`config.mk`:
```
export PLATFORM = sky130hd
export DESIGN_NAME = ixw_top
export DESIGN_NICKNAME = d
export VERILOG_FILES = /design/src/rtl/ixw_pkg.sv /design/src/rtl/ixw_ptr.sv /design/src/rtl/ixw_regfile.sv /design/src/rtl/ixw_tcount.sv /design/src/rtl/ixw_top.sv
export SDC_FILE = /design/constraint.sdc
export NUM_CORES = 1
export LEC_CHECK = 0
export BUFFER_PORTS_ARGS = -buffer_cell sky130_fd_sc_hd__buf_2
export CORE_ASPECT_RATIO = 1.1
export CORE_UTILIZATION = 63
export CTS_BUF_LIST = sky130_fd_sc_hd__clkbuf_4
export CTS_CLUSTER_SIZE = 10
export DETAILED_ROUTE_END_ITERATION = 10
export PLACE_DENSITY_LB_ADDON = 0.15
export SLEW_MARGIN = 20
export SYNTH_ARGS = -nofsm -noshare
export SYNTH_HDL_FRONTEND = slang
export SYNTH_SLANG_ARGS = --single-unit
```
`constraint.sdc`:
```
create_clock -name clk -period 3.2 [get_ports clk]
set_clock_uncertainty 0.1 [all_clocks]
set_input_delay 0.32 -clock clk [delete_from_list [all_inputs] [get_ports clk]]
set_output_delay 0.32 -clock clk [all_outputs]
set_load 0.05 [all_outputs]
```
`src/rtl/ixw_pkg.sv`:
```
`timescale 1ns/1ps
package ixw_pkg;
  localparam int BYTE_W = 8;
  localparam int PTR_W  = 5;
  localparam int NREG   = 1 << PTR_W;

  localparam logic [PTR_W-1:0] A_OWN    = 5'h00;
  localparam logic [PTR_W-1:0] A_TC_HI  = 5'h12;
  localparam logic [PTR_W-1:0] A_TC_LO  = 5'h14;
  localparam logic [PTR_W-1:0] A_GEN_MX = 5'h16;
  localparam logic [PTR_W-1:0] A_CMD    = 5'h18;
  localparam logic [PTR_W-1:0] A_DATA   = 5'h19;
  localparam logic [PTR_W-1:0] A_FILL0  = 5'h1B;
  localparam logic [PTR_W-1:0] A_FILL1  = 5'h1E;
  localparam logic [PTR_W-1:0] A_STAT   = 5'h1F;

  localparam logic [BYTE_W-1:0] STAT_RST = 8'h80;
  localparam logic [BYTE_W-1:0] FILL_RST = 8'hFF;

  // pointer does not move after an access at these addresses
  function automatic logic ptr_holds(input logic [PTR_W-1:0] a);
    return (a == A_CMD) || (a == A_DATA) || (a == A_STAT);
  endfunction

  function automatic logic in_tc(input logic [PTR_W-1:0] a);
    return (a >= A_TC_HI) && (a <= A_TC_LO);
  endfunction

  function automatic logic [BYTE_W-1:0] reset_byte(input int idx);
    if (idx == int'(A_STAT)) return STAT_RST;
    if (idx >= int'(A_FILL0) && idx <= int'(A_FILL1)) return FILL_RST;
    return '0;
  endfunction
endpackage

```
`src/rtl/ixw_ptr.sv`:
```
`timescale 1ns/1ps
module ixw_ptr #(
  parameter int PW = 5
) (
  input  logic          clk,
  input  logic          rst_n,
  input  logic          load,
  input  logic [PW-1:0] load_val,
  input  logic          step,
  output logic [PW-1:0] ptr
);
  always_ff @(posedge clk) begin
    if (!rst_n)    ptr <= '0;
    else if (load) ptr <= load_val;
    else if (step) ptr <= ptr + 1'b1;
  end
endmodule

```
`src/rtl/ixw_regfile.sv`:
```
`timescale 1ns/1ps
module ixw_regfile
  import ixw_pkg::*;
#(
  parameter int N  = 32,
  parameter int W  = 8,
  localparam int AW = $clog2(N)
) (
  input  logic                clk,
  input  logic                rst_n,
  input  logic                we,
  input  logic [AW-1:0]       waddr,
  input  logic [W-1:0]        wdata,
  output logic [N-1:0][W-1:0] q
);
  for (genvar i = 0; i < N; i++) begin : g_ent
    always_ff @(posedge clk) begin
      if (!rst_n)                         q[i] <= W'(reset_byte(i));
      else if (we && waddr == AW'(i))     q[i] <= wdata;
    end
  end
endmodule

```
`src/rtl/ixw_tcount.sv`:
```
`timescale 1ns/1ps
module ixw_tcount #(
  parameter int NB = 3,
  parameter int W  = 8,
  localparam int LW = (NB > 1) ? $clog2(NB) : 1
) (
  input  logic          clk,
  input  logic          rst_n,
  input  logic          we,
  input  logic [LW-1:0] lane,   // 0 = most significant byte
  input  logic [W-1:0]  wdata,
  output logic [NB*W-1:0] value
);
  for (genvar k = 0; k < NB; k++) begin : g_lane
    always_ff @(posedge clk) begin
      if (!rst_n)                       value[(NB-1-k)*W +: W] <= '0;
      else if (we && lane == LW'(k))    value[(NB-1-k)*W +: W] <= wdata;
    end
  end
endmodule

```
`src/rtl/ixw_top.sv`:
```
`timescale 1ns/1ps
module ixw_top
  import ixw_pkg::*;
#(
  parameter int TC_BYTES = 3,
  localparam int LW = (TC_BYTES > 1) ? $clog2(TC_BYTES) : 1
) (
  input  logic                      clk,
  input  logic                      rst_n,
  input  logic                      addr_we,
  input  logic [BYTE_W-1:0]         addr_wdata,
  input  logic                      dat_we,
  input  logic                      dat_re,
  input  logic [BYTE_W-1:0]         dat_wdata,
  output logic [BYTE_W-1:0]         dat_rdata,
  input  logic                      peek_sel,
  output logic [BYTE_W-1:0]         peek_data,
  output logic [2:0]                own_id,
  output logic [TC_BYTES*BYTE_W-1:0] tc_value,
  output logic                      cmd_stb,
  output logic [BYTE_W-1:0]         cmd_byte,
  output logic                      xfer_wr_stb,
  output logic [BYTE_W-1:0]         xfer_wdata,
  output logic                      xfer_rd_stb,
  input  logic [BYTE_W-1:0]         xfer_rdata
);
  logic [PTR_W-1:0]              lat_q;
  logic [NREG-1:0][BYTE_W-1:0]   regs;
  logic                          rd_take, acc, step;
  logic                          gen_we, tc_we;
  logic [PTR_W-1:0]              lane_off;
  logic [LW-1:0]                 lane;
  logic [BYTE_W-1:0]             win_val;
  logic                          unused_hi;

  assign unused_hi = ^addr_wdata[BYTE_W-1:PTR_W];

  // a write wins over a read in the same cycle
  assign rd_take = dat_re && !dat_we;
  assign acc     = dat_we || rd_take;
  assign step    = acc && !ptr_holds(lat_q);

  ixw_ptr #(.PW(PTR_W)) u_ptr (
    .clk(clk), .rst_n(rst_n),
    .load(addr_we), .load_val(addr_wdata[PTR_W-1:0]),
    .step(step), .ptr(lat_q)
  );

  assign lane_off = lat_q - A_TC_HI;
  assign lane     = lane_off[LW-1:0];
  assign tc_we    = dat_we && in_tc(lat_q);
  assign gen_we   = dat_we && (lat_q <= A_GEN_MX) && !in_tc(lat_q);

  ixw_regfile #(.N(NREG), .W(BYTE_W)) u_rf (
    .clk(clk), .rst_n(rst_n),
    .we(gen_we), .waddr(lat_q), .wdata(dat_wdata), .q(regs)
  );

  ixw_tcount #(.NB(TC_BYTES), .W(BYTE_W)) u_tc (
    .clk(clk), .rst_n(rst_n),
    .we(tc_we), .lane(lane), .wdata(dat_wdata), .value(tc_value)
  );

  always_comb begin
    if (in_tc(lat_q))
      win_val = tc_value[(TC_BYTES-1-int'(lane))*BYTE_W +: BYTE_W];
    else if (lat_q == A_DATA)
      win_val = xfer_rdata;
    else
      win_val = regs[lat_q];
  end

  assign dat_rdata   = win_val;
  assign peek_data   = peek_sel ? win_val : regs[A_STAT];
  assign own_id      = regs[A_OWN][2:0];

  assign xfer_wr_stb = dat_we && (lat_q == A_DATA);
  assign xfer_wdata  = dat_wdata;
  assign xfer_rd_stb = rd_take && (lat_q == A_DATA);

  always_ff @(posedge clk) begin
    if (!rst_n) begin
      cmd_stb  <= 1'b0;
      cmd_byte <= '0;
    end else begin
      cmd_stb <= dat_we && (lat_q == A_CMD);
      if (dat_we && (lat_q == A_CMD)) cmd_byte <= dat_wdata;
    end
  end
endmodule

```
Word level (Yosys, flattened, before mapping)

Index checks and enable logic that the tools add are counted.

Flip-flop bits (word level): 294
Output and inout port bits: 62
Word-level logic and storage cells: 139
Input bits: 30

Add/subtract/negate cells: 3
Reduce and logical (&&, ||, !) cells: 53
Equal/unequal tests: 33
Shifts and indexed selects: 1
Order comparisons: 4
Muxes and demuxes: 7

Operator list:

| operator              | number |
|---|---|
| $eq A5 B5 Y1 const B  | 16 |
| $logic_and A1 B1 Y1   | 44 |
| $bmux W8 S5           | 1 |
| $eq A5 B4 Y1 const B  | 8 |
| $mux W8               | 4 |
| $shiftx A24 B6 Y8     | 1 |
| $eq A5 B3 Y1 const B  | 4 |
| $eq A5 B2 Y1 const B  | 2 |
| $le A5 B5 Y1 const B  | 2 |
| $mux W5               | 2 |
| $lt A5 B6 Y1 const B  | 1 |
| $add A5 B1 Y5 const B | 1 |
| $eq A5 B1 Y1 const B  | 1 |
| $ge A5 B5 Y1 const B  | 1 |
| $logic_not A5 Y1      | 1 |
| $logic_not A1 Y1      | 3 |
| $logic_or A1 B1 Y1    | 3 |
| $sub A2 B2 Y3 const A | 1 |
| $eq A2 B1 Y1 const B  | 1 |
| $eq A2 B2 Y1 const B  | 1 |
| $logic_not A2 Y1      | 1 |
| $reduce_bool A2 Y1    | 1 |
| $sub A2 B2 Y2 const B | 1 |

Depth between registers and ports, before layout

Depth in word-level cells: 7
Depth in mapped cells: 10

By module

Synthesis repeated with hierarchy kept, for this count alone.

Cells, all modules: 1,357
Area total of the unflattened synthesis: 13,773.2 um^2

Modules (own cells, without submodules):

| module      | seq. area each (um^2) | area each (um^2) | instances | cells an instance |
|---|---|---|---|---|
| ixw_regfile | 5,124.9               | 9,290.2          | 1         | 904 |
| ixw_top     | 180.2                 | 3,345.7          | 1         | 337 |
| ixw_tcount  | 480.5                 | 899.6            | 1         | 89 |
| ixw_ptr     | 100.1                 | 237.7            | 1         | 27 |

Worst setup path after synthesis

No wires, ideal clock.

Path type: register to output
From: reg u_ptr.ptr[1]
To: out peek_data[6]
Arrival time: 3.418 ns
Stages on the path, launching flop included: 11
Path slack: -0.638 ns
Required time: 2.780 ns
Buffers on the path: 4
Path through: dfxtp_1 > buf_2 > buf_2 > inv_1 > ha_1 > clkbuf_1 > clkbuf_1 > mux2i_1 > o22ai_1 > a21oi_1 > o31ai_1

Longest elaborated chain between the ends: 5
Elaborated cells on any way between the ends: 12
Those cells by class: add/sub (2); order compare (2); eq/ne (1); shift (1); mux (5); reduce/logical (1)

RTL lines:

| what                                                | RTL line                     | text |
|---|---|---|
| start: declaration                                  | ixw_ptr.sv:10                | `output logic [PW-1:0] ptr` |
| start signal: assignment                            | ixw_ptr.sv:14                | `else if (load) ptr <= load_val;` |
| start signal: assignment                            | ixw_ptr.sv:15                | `else if (step) ptr <= ptr + 1'b1;` |
| $sub A2 B2 Y2 / $bmux W8 S5 (equally long branches) | ixw_top.sv:49, ixw_top.sv:70 |  |
| $sub A2 B2 Y3 / $mux W8 (equally long branches)     | ixw_top.sv:66, ixw_top.sv:70 |  |
| $shiftx A24 B6 Y8 / $mux W8 (equally long branches) | ixw_top.sv:66, ixw_top.sv:67 |  |
| $mux W8 (*)                                         | ixw_top.sv:65                | `if (in_tc(lat_q))` |
| $mux W8 (*)                                         | ixw_top.sv:74                | `assign peek_data = peek_sel ? win_val : regs[A_STAT];` |
| end: declaration                                    | ixw_top.sv:17                | `output logic [BYTE_W-1:0] peek_data,` |

Mark *: on every way between the ends. The rest lies on a longest branch, timed or not. The select of a mux whose other input is x is not followed.

Worst setup path in the final report

From: reg u_ptr.ptr[1]
To: out peek_data[2]

Same word-level chain as after synthesis.

==> reports/results.ini <==
[status]
status = finished, violations left
violations = negative setup slack

[setup_path]
ff2ff_setup_slack_ps = -20
worstSetupStartpointType = flop
startpoint = u_ptr.ptr[1]
path_class = flop to output port
path_depth = 9
endpoint_kind = output port
slowest_stage = a222oi_1
worstPathRequired_ps = 2780
critPathMaxFanout = 8
crit_family = buffers and inverters
crit_path_end = peek_data[2]
worstReg2RegStart = u_ptr.ptr[1]
reg2regPathDepth = 11
path_buf_inv = 4
crit_arrival_ps = 2970
path_cells = buf_12 -> buf_16 -> mux2_2 -> a222oi_1 -> nand2_1 -> nor4_2 -> buf_4 -> o31ai_4 -> buf_6
worst_r2r_endpoint = u_ptr.ptr[4]
slowest_delay_ps = 480

[yosys]
ys_ff_latch = 294
synth-edff-count = 0
ys_types = 56
synth.area.mux_share_pct = 20.9
synth_top_area_cell = dfxtp_1
synthArstFlopShare_pct = 0
yosys_warnings = 0
synth_simple_gate_area_share_pct = 20.1
synth_compound_gate_area_share_pct = 10.2
synth_area_leaders = dfxtp_1 44%, mux2i_1 11%, nor2b_1 6.0%, mux2_2 5.4%, a21boi_0 4.8%
syn_nets = 1400
seq_area_frac_synth_pct = 43.6
syn-mean-instance-area_um2 = 9.91
syn_area_mm2 = 0.0135
synthesis.instances = 1363
synthAdderAreaFrac_pct = 0.648
synth_top_family_by_area = multiplexers
synth_top_area_share_pct = 43.6
synthXorXnorAreaFrac_pct = 0.195
synth-main-ff-cell = dfxtp_1

[placed_design]
port_buffers = 88
post-place-ws_ps = 318
dp_cells = 1657
dp_hpwl_mm = 22.3
place.gp.congestion = 0.837

[clocking]
cts_made_buffers = 76
htreeDepth = 3
clkSlewWorstSetupHoldPaths_ps = 60
clock-sinks = 294
tritoncts = built
root_buffer = clkbuf_4
clk_latency_ps = 700
cts_buffer_depth = 3

[grt]
track_usage_pct = 33.4
grt_pass1_vias = 10300
grt_overflow = 0
grt_max_degree = 118
grt_antenna_before_repair = 1
grt_pass1_wl_mm = 56.7

[floorplanning]
rows = 55
start_util_pct = 65.0
core_area_mm2 = 0.0208
io_pins = 92
die_y_um = 156
die_area_mm2 = 0.0220
die_w_um = 142

[timing]
fmax_mhz = 295
finalHoldViolCount = 0
fin_crit_sh_pct = 106
relSlewSlack_pct = 49.4
setup_viol = 17
worst_pin_slew_ps = 759
fin_crit_ps = 3390
rsz0062_at_grt = yes
final.setup.worst_slack_ps = -189
drv_slew = 0

[power_and_ir_drop]
leakage_nw = 6.29
power_density_mw_per_mm2 = 501
ir_worst_vdd_v = 0.000366

[final_layout]
layout_common_cells = 290 x dfxtp_1, 154 x mux2i_1, 130 x nand2_1, 129 x nor2b_1, 113 x clkbuf_4
layout_commonest_cell = dfxtp_1
layout-drive-gt1-share_pct = 29.0
finalNetCount = 1516
nFillCells = 1446
area_delta_synth_final_pct = 17.9
fin_cells = 1812

[detailed_routing]
wire_per_inst_um = 20.3
drtIter0Drc = 973
vias = 10800
dr.pass1.iters = 6
drt_wl_total_mm = 36.7
drc = 0
routed_via_density = 5.94
ant_nets = 0

[min_path]
hold_path_class = input pin to flop

[run]
maxCapViolCount = 0

[registers in the layout, summed over array words and instances, names as in the netlist]
register,flops
cmd_stb,1
u_rf.q,256
cmd_byte,8
u_tc.value,24
u_ptr.ptr,5
[metrics by stage]
step / hold WS, ps / cell area, um2 / power, mW / setup TNS [ps] / utilization (%)
after floorplan: 305 / 13600 / 4.46 / -266 / -
after global placement: 317 / 14200 / 4.73 / 0 / 68.4
after detailed placement: 322 / 14200 / 4.74 / 0 / 68.4
after CTS: 93.7 / 15700 / 7.94 / -1180 / 75.7
after global routing: 119 / 15900 / 8.29 / -2660 / 76.6
final: 133 / 15900 / 7.98 / -1440 / 76.6
[logic make-up after synthesis]
kind of cell | after synthesis
xor+xnor | 3
compound gates | 183
flops | 294
buf+inv | 132
simple gates | 500
fa+ha+maj | 7
mux | 244
[where the power goes]
group	switching (mW)	internal (mW)	leakage [nW]	total, mW
clock network	1.50	1.60	0.549	3.11
registers	0.0291	3.69	2.37	3.72
logic	0.709	0.441	3.36	1.15
[area by class of cell]
class / count / area (um2) / area share, %
multi-input combinational: 937 / 7370 / 46.3
sequential: 294 / 5900 / 37.0
timing repair buffer: 165 / 1360 / 8.57
clock buffer: 113 / 848 / 5.33
tap: 285 / 357 / 2.24
clock inverter: 12 / 57.6 / 0.361
inverter: 5 / 22.5 / 0.141
antenna: 1 / 2.50 / 0.0157
[what timing repair did]
item,CTS,global route
gates resized for setup,79,30
buffers inserted,11,3
endpoints found under the setup margin,16,18
cloned,3,1
endpoints found under the hold margin,64,0
hold buffers,11,0
pin swaps,10,8
[synthesized netlist by cell type, drive strengths merged, types with 7 or more instances]
| master | count |
|---|---|
| a21oi | 7 |
| nand3 | 94 |
| mux4 | 24 |
| and2 | 47 |
| nor2b | 130 |
| a22oi | 7 |
| nand2 | 131 |
| mux2i | 155 |
| o31ai | 7 |
| o21ai | 7 |
| a21boi | 89 |
| ha | 7 |
| nand4 | 7 |
| buf | 49 |
| o22ai | 36 |
| nor3 | 15 |
| mux2 | 65 |
| clkbuf | 78 |
| nand2b | 38 |
| dfxtp | 294 |
| nor2 | 20 |
[per-layer routing]
metal	part of all wire [%]	vias to the layer above	routed length (um)	GRT usage [%]
met3	8.6	94	3140	8.26
met1	43	5173	15600	43.7
met4	3.2	0	1170	14.0
met5	0	-	0	0
met2	46	484	16800	52.5
li1	-	5014	-	-
[worst reg2reg max path, stage by stage, from the launching register on]
cell           delay (ps)
dfxtp_4               380
clkinvlp_4            130
ha_4                  190
buf_4                 130
buf_4                 130
buf_4                 230
o21a_1                230
a211oi_2              570
nor2_1                120
a211o_1               290
a21boi_0              160
dlygate4sd3_1         560
[worst min-delay path by stage]
stage / startpoint / end / slack [ps] / depth (start not counted)
finish: dat_wdata[6] / u_rf.q[46] / 130 / 3
global route: dat_wdata[2] / u_rf.q[42] / 120 / 3
CTS: dat_wdata[3] / u_rf.q[51] / 90 / 3
detailed placement: u_rf.q[217] / u_rf.q[217] / 320 / 1
global placement: u_rf.q[245] / u_rf.q[245] / 320 / 1
floorplan: u_rf.q[217] / u_rf.q[217] / 300 / 1
Note: power is estimated with default switching activity, not from simulation.
